### config.mk
export PLATFORM = sky130hd
export DESIGN_NAME = bank_addr_mapper
export DESIGN_NICKNAME = d
export VERILOG_FILES = /design/src/rtl/bam_pkg.sv /design/src/rtl/bam_region_decode.sv /design/src/rtl/bam_bank_map.sv /design/src/rtl/bam_reset_detect.sv /design/src/rtl/bank_addr_mapper.sv
export SDC_FILE = /design/constraint.sdc
export NUM_CORES = 1
export LEC_CHECK = 0
export BUFFER_PORTS_ARGS = -buffer_cell sky130_fd_sc_hd__buf_2
export CAP_MARGIN = 5
export CORE_UTILIZATION = 38
export CTS_BUF_LIST = sky130_fd_sc_hd__clkbuf_4 sky130_fd_sc_hd__clkbuf_8 sky130_fd_sc_hd__clkbuf_16
export CTS_CLUSTER_DIAMETER = 40
export DETAILED_ROUTE_END_ITERATION = 8
export PLACE_DENSITY = 0.78
export RECOVER_POWER = 100
export SLEW_MARGIN = 20
export SYNTH_ARGS = -nofsm -noshare
export SYNTH_HDL_FRONTEND = slang
export SYNTH_SLANG_ARGS = --single-unit
### constraint.sdc
create_clock -name clk -period 0.8 [get_ports clk]
set_input_delay 0.08 -clock clk [delete_from_list [all_inputs] [get_ports clk]]
set_output_delay 0.08 -clock clk [all_outputs]
set_load 0.03 [all_outputs]
### src/rtl/bam_pkg.sv
package bam_pkg;
  typedef enum logic {
    REGION_BANKED = 1'b0,
    REGION_DIRECT = 1'b1
  } region_e;
endpackage

### src/rtl/bam_region_decode.sv
module bam_region_decode
  import bam_pkg::*;
#(
  parameter int ADDR_W = 7,
  localparam int OFS_W = ADDR_W - 1
) (
  input  logic [ADDR_W-1:0] addr,
  output region_e           region,
  output logic [OFS_W-1:0]  ofs
);
  always_comb begin
    region = addr[ADDR_W-1] ? REGION_DIRECT : REGION_BANKED;
    ofs    = addr[OFS_W-1:0];
  end
endmodule

### src/rtl/bam_bank_map.sv
module bam_bank_map
  import bam_pkg::*;
#(
  parameter int BANK_W = 4,
  parameter int OFS_W  = 6,
  localparam int PHYS_W = BANK_W + OFS_W
) (
  input  region_e           region,
  input  logic [BANK_W-1:0] bank,
  input  logic [OFS_W-1:0]  ofs,
  output logic [PHYS_W-1:0] phys
);
  always_comb begin
    if (region == REGION_DIRECT) phys = {{BANK_W{1'b0}}, ofs};
    else                         phys = {bank, ofs};
  end
endmodule

### src/rtl/bam_reset_detect.sv
module bam_reset_detect #(
  parameter int ADDR_W = 7,
  parameter int BANK_W = 4,
  parameter logic [ADDR_W-1:0] TRIG_ADDR = '0,
  parameter logic [BANK_W-1:0] TRIG_BANK = '0
) (
  input  logic              clk,
  input  logic              rst,
  input  logic              acc_en,
  input  logic              acc_we,
  input  logic [ADDR_W-1:0] addr,
  input  logic [BANK_W-1:0] bank,
  output logic              pulse
);
  logic hit;

  always_comb begin
    hit = acc_en && acc_we && (addr == TRIG_ADDR) && (bank == TRIG_BANK);
  end

  always_ff @(posedge clk) begin
    if (rst) pulse <= 1'b0;
    else     pulse <= hit && !pulse;
  end
endmodule

### src/rtl/bank_addr_mapper.sv
module bank_addr_mapper
  import bam_pkg::*;
#(
  parameter int ADDR_W = 7,
  parameter int BANK_W = 4,
  parameter int DATA_W = 8,
  localparam int OFS_W  = ADDR_W - 1,
  localparam int PHYS_W = BANK_W + OFS_W
) (
  input  logic              clk,
  input  logic              rst,
  input  logic              acc_en,
  input  logic              acc_we,
  input  logic [ADDR_W-1:0] acc_addr,
  input  logic [DATA_W-1:0] acc_wdata,
  input  logic [BANK_W-1:0] bank_sel,
  output logic              phys_valid,
  output logic              phys_we,
  output logic [PHYS_W-1:0] phys_addr,
  output logic [DATA_W-1:0] phys_wdata,
  output logic              phys_direct,
  output logic              soft_rst
);
  region_e          region;
  logic [OFS_W-1:0]  ofs;
  logic [PHYS_W-1:0] phys_next;

  bam_region_decode #(.ADDR_W(ADDR_W)) u_decode (
    .addr   (acc_addr),
    .region (region),
    .ofs    (ofs)
  );

  bam_bank_map #(.BANK_W(BANK_W), .OFS_W(OFS_W)) u_map (
    .region (region),
    .bank   (bank_sel),
    .ofs    (ofs),
    .phys   (phys_next)
  );

  bam_reset_detect #(
    .ADDR_W    (ADDR_W),
    .BANK_W    (BANK_W),
    .TRIG_ADDR ('0),
    .TRIG_BANK ('0)
  ) u_rstdet (
    .clk    (clk),
    .rst    (rst),
    .acc_en (acc_en),
    .acc_we (acc_we),
    .addr   (acc_addr),
    .bank   (bank_sel),
    .pulse  (soft_rst)
  );

  always_ff @(posedge clk) begin
    if (rst) begin
      phys_valid  <= 1'b0;
      phys_we     <= 1'b0;
      phys_addr   <= '0;
      phys_wdata  <= '0;
      phys_direct <= 1'b0;
    end else begin
      phys_valid <= acc_en;
      phys_we    <= acc_en && acc_we;
      if (acc_en) begin
        phys_addr   <= phys_next;
        phys_wdata  <= acc_wdata;
        phys_direct <= (region == REGION_DIRECT);
      end
    end
  end
endmodule

==> results of run 1 <==
==> worst max-delay path by stage <==
| stage | from | end | cells after the start |
|---|---|---|---|
| floorplan | u_rstdet.pulse | u_rstdet.pulse | 2 |
| global placement | acc_addr[2] | u_rstdet.pulse | 3 |
| detailed placement | acc_addr[2] | u_rstdet.pulse | 3 |
| CTS | u_rstdet.pulse | soft_rst | 1 |
| global route | u_rstdet.pulse | soft_rst | 1 |
| finish | phys_wdata[3] | phys_wdata[3] | 1 |
==> logic make-up (layout without fill, tap and decap cells) <==
group | Yosys count | count (layout) | share of synthesized area [%]
and+or+nand+nor | 29 | 29 | 19.0
buffers and inverters | 5 | 56 | 5.56
AOI/OAI and AO/OA | 4 | 4 | 2.47
muxes | 15 | 15 | 18.5
DFF | 22 | 22 | 54.4
==> what timing repair did <==
| action | 4_1_cts | 5_1_grt |
|---|---|---|
| setup buffers | 0 | 2 |
| resized for setup | 65 | 0 |
| endpoints found under the setup margin | 23 | 23 |
==> flip-flops by register name (all words and copies together), names as in the netlist <==
| register | flops |
|---|---|
| phys_direct | 1 |
| phys_addr | 10 |
| phys_wdata | 8 |
| phys_valid | 1 |
| phys_we | 1 |
| u_rstdet.pulse | 1 |
==> power by group through the flow <==
stage               registers [mW]  clock network [mW]  logic [mW]
finish                        1.20               0.582       0.458
global route                  1.21               0.655       0.491
CTS                           1.20               0.604       0.453
detailed placement            1.20                   0       0.385
global placement              1.20                   0       0.378
floorplan                     1.32                   0       0.132
==> per-stage QoR <==
step	total power [mW]	setup TNS [ns]
2_1_floorplan	1.45	0
3_3_place_gp	1.58	-0.0600
3_5_place_dp	1.59	-0.0215
4_1_cts	2.26	-1.38
5_1_grt	2.36	-2.10
6_report	2.24	-1.14
==> area by class of cell <==
class | count | area (µm²)
fillers | 164 | 707
flip-flops and latches | 22 | 468
repair buffers | 52 | 413
multi-input cells | 48 | 324
clock buffers | 4 | 36.3
well taps | 27 | 33.8
==> cells in the mapped netlist <==
| cell | n | area (µm²) |
|---|---|---|
| buf_6 | 2 | 22.5 |
| buf_8 | 1 | 15.0 |
| and4_1 | 1 | 8.76 |
| nand2b_1 | 4 | 25.0 |
| dfxtp_1 | 22 | 440 |
| nand3b_1 | 4 | 30.0 |
| nor2_1 | 15 | 56.3 |
| nor4_1 | 3 | 18.8 |
| mux2i_1 | 15 | 150 |
| nor2b_1 | 1 | 6.26 |
| a21oi_1 | 4 | 20.0 |
| clkbuf_1 | 2 | 7.51 |
| and3b_1 | 1 | 8.76 |
==> per-layer routing <==
metal,routed length (µm),global-route usage [%]
met3,108,4.81
met5,0,0
met2,1010,33.6
met4,0,5.00
met1,815,19.3
==> placed cells by master (no fill, tap or decap) <==
| cell type | netlist | routed |
|---|---|---|
| a21oi_1 | 4 | 4 |
| and3b_1 | 1 | 1 |
| and4_1 | 1 | 1 |
| buf_2 | 0 | 21 |
| buf_4 | 0 | 7 |
| buf_6 | 2 | 22 |
| clkbuf_1 | 2 | 2 |
| clkbuf_4 | 0 | 3 |
| clkbuf_8 | 0 | 1 |
| dfxtp_2 | 0 | 22 |
| mux2i_1 | 15 | 15 |
| nand2b_1 | 4 | 4 |
| nand3b_1 | 4 | 4 |
| nor2_1 | 15 | 15 |
| nor2b_1 | 1 | 1 |
| nor4_1 | 3 | 3 |
==> results.cfg, run 1 <==
[run_status]
run_status = finished, violations left
violations = negative setup slack

[detailed_routing]
drt_iter0_drc = 3
avgRoutedWirePerCell_um = 12.7
drt-vias-per-instance = 4.65
ant_nets = 0
wl_um = 1940
first_pass_iters = 3
remaining_drc_errors = 0
num_vias = 712

[yosys]
synth_area_um2 = 810
ys_ff_latch = 22
synth.avg_cell_area_um2 = 10.8
ys_types = 13
yosysSeqAreaShare_pct = 54.4
ys_warn_count = 0
synthesis.nets = 98
synth_cells = 75

[sta]
worstMarginPinSlew_ns = 0.298
setup_viol = 23
slew_headroom_pct = 80.0
fin_crit_ns = 0.861
finalCritPeriodShare_pct = 108
maxSlewViolCount = 0
whs_ns = 0.0173
report.final.hold_viol_count = 0
rsz0062_at_grt = yes
fin_skew_ns = 0
setup_slack_ns = -0.0612
fmaxAchievable_mhz = 1160

[floorplanning]
dieHeight_um = 48.2
fp.dieW_um = 48.2
rows = 16
dieArea_um2 = 2320
design.core.area_um2 = 1980
io_pins = 45
start_util_pct = 40.8

[min_path]
hold_path.class = input pin to register
whs_path_depth = 3
holdCritStartpoint = acc_wdata[6]
whs_endpoint = phys_wdata[6]

[setup_path]
path_buf_inv = 1
r2r_end = u_rstdet.pulse
crit_family = flip-flops
cp_slowest_stage_delay_ns = 0.36
crit_fanout = 2
crit_required_ns = 0.72
crit_path_top_delay_cell = dfxtp_2
critPathLaunchType = register
crit_arrival_ns = 0.78
rr_worst_depth = 2
r2r_slack_ns = -0.02
path_cells = buf_6
regToRegStartpoint = u_rstdet.pulse
endpoint_kind = primary output
critical_path_class = register to primary output

[final_layout]
finalInstanceArea_um2 = 1270
final_util_pct = 64.3
nNetsFinal = 150
area.growth.synth_to_final_pct = 57.5
antenna_cells = 0
final_cell_count_no_fill = 153
final_layout_size_suffix_gt1_share_pct = 60.3

[power_and_ir_drop]
vdd_ir_drop_max_v = 0.00127
p_clk_share_pct = 25.9
netSwitchingFraction_pct = 25.9
p_int_mw = 1.66
seqPwrFrac_pct = 53.6
power.density_nw_per_um2 = 1760
p_sw_uw = 582
pwr-share-comb_pct = 20.4
leakage_nw = 0.610

[grt]
grt_pass1_wl_um = 2850
grt_usage_pct = 17.8
antenna_found_initial = 0
grt_overflow = 0
grt_max_degree = 21
grt_pass1_vias = 677

[clocking]
cts_buffers = 3
cts_buffer_depth = 2
cts_tree = done
clock_latency_ns = 0.29
holdBufCountCts = 0
clkSinkCount = 22
clk_pin_slew_ns = 0.11
root_buffer = clkbuf_4
htree_levels = 1

[placed_design]
io_buffers = 44
place_inst = 147
gp_congestion = 0.714
place_ws_ns = -0.0215
dp_hpwl_um = 1260
dpl_cell_area_um2 = 1060

[job]
drv_cap = 0
Power figures use the tool's default switching activity.
==> inputs of run 2 (changes only) <==
--- a/config.mk
+++ b/config.mk
@@ -5,15 +5,17 @@
 export SDC_FILE = /design/constraint.sdc
 export NUM_CORES = 1
 export LEC_CHECK = 0
+export ABC_CLOCK_PERIOD_IN_PS = 800
 export BUFFER_PORTS_ARGS = -buffer_cell sky130_fd_sc_hd__buf_2
 export CAP_MARGIN = 5
-export CORE_UTILIZATION = 38
+export CORE_UTILIZATION = 40
 export CTS_BUF_LIST = sky130_fd_sc_hd__clkbuf_4 sky130_fd_sc_hd__clkbuf_8 sky130_fd_sc_hd__clkbuf_16
 export CTS_CLUSTER_DIAMETER = 40
 export DETAILED_ROUTE_END_ITERATION = 8
-export PLACE_DENSITY = 0.78
+export PLACE_DENSITY = 0.79
 export RECOVER_POWER = 100
 export SLEW_MARGIN = 20
 export SYNTH_ARGS = -nofsm -noshare
 export SYNTH_HDL_FRONTEND = slang
+export SYNTH_HIERARCHICAL = 1
 export SYNTH_SLANG_ARGS = --single-unit
==> run 2 against run 1 <==
The flow still finishes with violations (negative setup slack). Highest routed layer unchanged. Utilization is 0.19 points lower. Clock power is 20% lower. Critical path depth stayed put. Clock skew stayed put. Flip-flop and latch count stayed put.
==> results.cfg, run 2 <==
[final_layout]
final_cell_count_no_fill = 154
area.growth.synth_to_final_pct = 44.0
final_cell_mix = buf_6 (22), dfxtp_2 (22), buf_2 (21), mux2i_1 (19), nor2_1 (19)
final_layout_size_suffix_gt1_share_pct = 60.6
largest_register = phys_addr
reg.largest.list = phys_addr x10, phys_wdata x8
largest_register_ffs = 10
antenna_cells = 0
nNetsFinal = 152

[detailed_routing]
avgRoutedWirePerCell_um = 12.1
wl_um = 1870
remaining_drc_errors = 0
drt-vias-per-instance = 4.64
num_vias = 714
first_pass_iters = 3
ant_nets = 0
drt_iter0_drc = 8

[sta]
rsz0062_at_grt = yes
report.final.hold_viol_count = 0
whs_ns = 0.0189
setup_viol = 22
fin_crit_ns = 0.859
worstMarginPinSlew_ns = 0.320
finalSetupTns_ns = -0.959
finalCritPeriodShare_pct = 107
slew_headroom_pct = 78.4
maxSlewViolCount = 0
fin_skew_ns = 0
fmaxAchievable_mhz = 1160
setup_slack_ns = -0.0591

[setup_path]
endpoint_kind = primary output
crit_required_ns = 0.72
crit_arrival_ns = 0.78
r2r_slack_ns = 0.04
critPathLaunchType = register
crit_family = flip-flops
crit_fanout = 2
cp_slowest_stage_delay_ns = 0.36
path_cells = buf_6
critical_path_class = register to primary output
path_buf_inv = 1
crit_path_top_delay_cell = dfxtp_2

[clocking]
clk_pin_slew_ns = 0.11
htree_levels = 1
clock_latency_ns = 0.29
cts_buffers = 3
cts_tree = done
root_buffer = clkbuf_4
clkSinkCount = 22
cts_buffer_depth = 2

[placed_design]
place_ws_ns = -0.0581
place_inst = 147
gp_congestion = 0.679
dp_hpwl_um = 1320
io_buffers = 44

[floorplanning]
start_util_pct = 44.5
dieHeight_um = 49.9
fp.dieW_um = 49.9
io_pins = 45
dieArea_um2 = 2490
rows = 16
design.core.area_um2 = 2060

[min_path]
hold_path.class = input pin to register

[yosys]
ys_warn_count = 6
ys_ff_latch = 22
synth.avg_cell_area_um2 = 10.4
synthArstFlopShare_pct = 0
synth_common_cells = dfxtp_1 (22), mux2i_1 (19), nor2_1 (19), buf_4 (15), nor2b_1 (4)
yosysTopAreaCell = dfxtp_1
ys_types = 12
synth_area_leaders = dfxtp_1 (48%), mux2i_1 (21%), buf_4 (12%)
synth_edf_count = 0
synthesis.nets = 111
synth_area_um2 = 918
yosysSeqAreaShare_pct = 48.0
synth.most_common_cell = dfxtp_1
synth_cells = 88
synth_top_area_share_pct = 48.0
synthFlopType = dfxtp_1

[grt]
met2_usage_pct = 33.3
busiest_layer = met2
grt_usage_pct = 17.1
grt_pass1_vias = 749
antenna_found_initial = 0
grt_pass1_wl_um = 3200
met1_usage_pct = 17.7
grt_max_degree = 12
use_met3_pct = 4.32
grt_overflow = 0

[run_status]
run_status = finished, violations left
violations = negative setup slack

[job]
drv_cap = 0

[power_and_ir_drop]
power.density_nw_per_um2 = 1630
finalPower_mw = 2.16
leakage_nw = 0.652
vdd_ir_drop_max_v = 0.000913
[run 2: cell count changes in the layout (fill, tap and decap cells not counted), sizes merged]
| cell | previous run | this run |
|---|---|---|
| and3b | 1 | 0 |
| a21oi | 4 | 0 |
| dlygate4sd3 | 0 | 2 |
| nor4bb | 0 | 1 |
| nor2 | 15 | 19 |
| and2 | 0 | 1 |
| nor3 | 0 | 1 |
| nand2b | 4 | 0 |
| nor4 | 3 | 2 |
| clkbuf | 6 | 4 |
| mux2i | 15 | 19 |
| nand3b | 4 | 0 |
| nor2b | 1 | 5 |
[run 2: area by class of cell]
class | count | area [µm²]
multi-input cells | 49 | 343
repair buffers | 53 | 455
fillers | 178 | 739
well taps | 27 | 33.8
clock buffers | 3 | 22.5
flip-flops and latches | 22 | 468
[run 2: cell families (layout without fill, tap and decap cells)]
family        count (synthesis)  in the layout  share of synthesized area (%)
flops                        22             22                           48.0
mux                          19             19                           20.7
buf+inv                      17             56                           14.7
simple gates                 30             30                           16.6
[run 2: power by group]
part / switching, mW / internal, mW
sequential: 0.0383 / 1.16
combinational: 0.244 / 0.250
clock: 0.288 / 0.175
total: 0.570 / 1.59
[run 2: worst paths after layout]
check                 startpoint  cells past startpoint              to
setup / recovery    phys_addr[7]                      1    phys_addr[7]
hold / removal      acc_wdata[3]                      3   phys_wdata[3]
setup reg to reg  u_rstdet/pulse                      2  u_rstdet/pulse
hold reg to reg     phys_addr[1]                      2    phys_addr[1]
[run 2: metrics by stage]
stage / util (%) / instance area [µm²]
global placement: 53.4 / 1100
finish: 64.1 / 1320
global route: 64.1 / 1320
CTS: 63.4 / 1310
detailed placement: 53.4 / 1100
floorplan: - / 920
[run 2: what timing repair did]
action | CTS | global route
hold endpoints to repair | 2 | 0
setup buffers | 0 | 2
setup endpoints to repair | 22 | 23
pin swaps | 0 | 0
gates resized for setup | 65 | 0
hold buffers | 2 | 0
[run 2: metal layers]
layer  part of all wire (%)  wire length [µm]
met1                     40               750
met2                     53               985
met3                    7.0               131
met4                      0                 0
met5                      0                 0
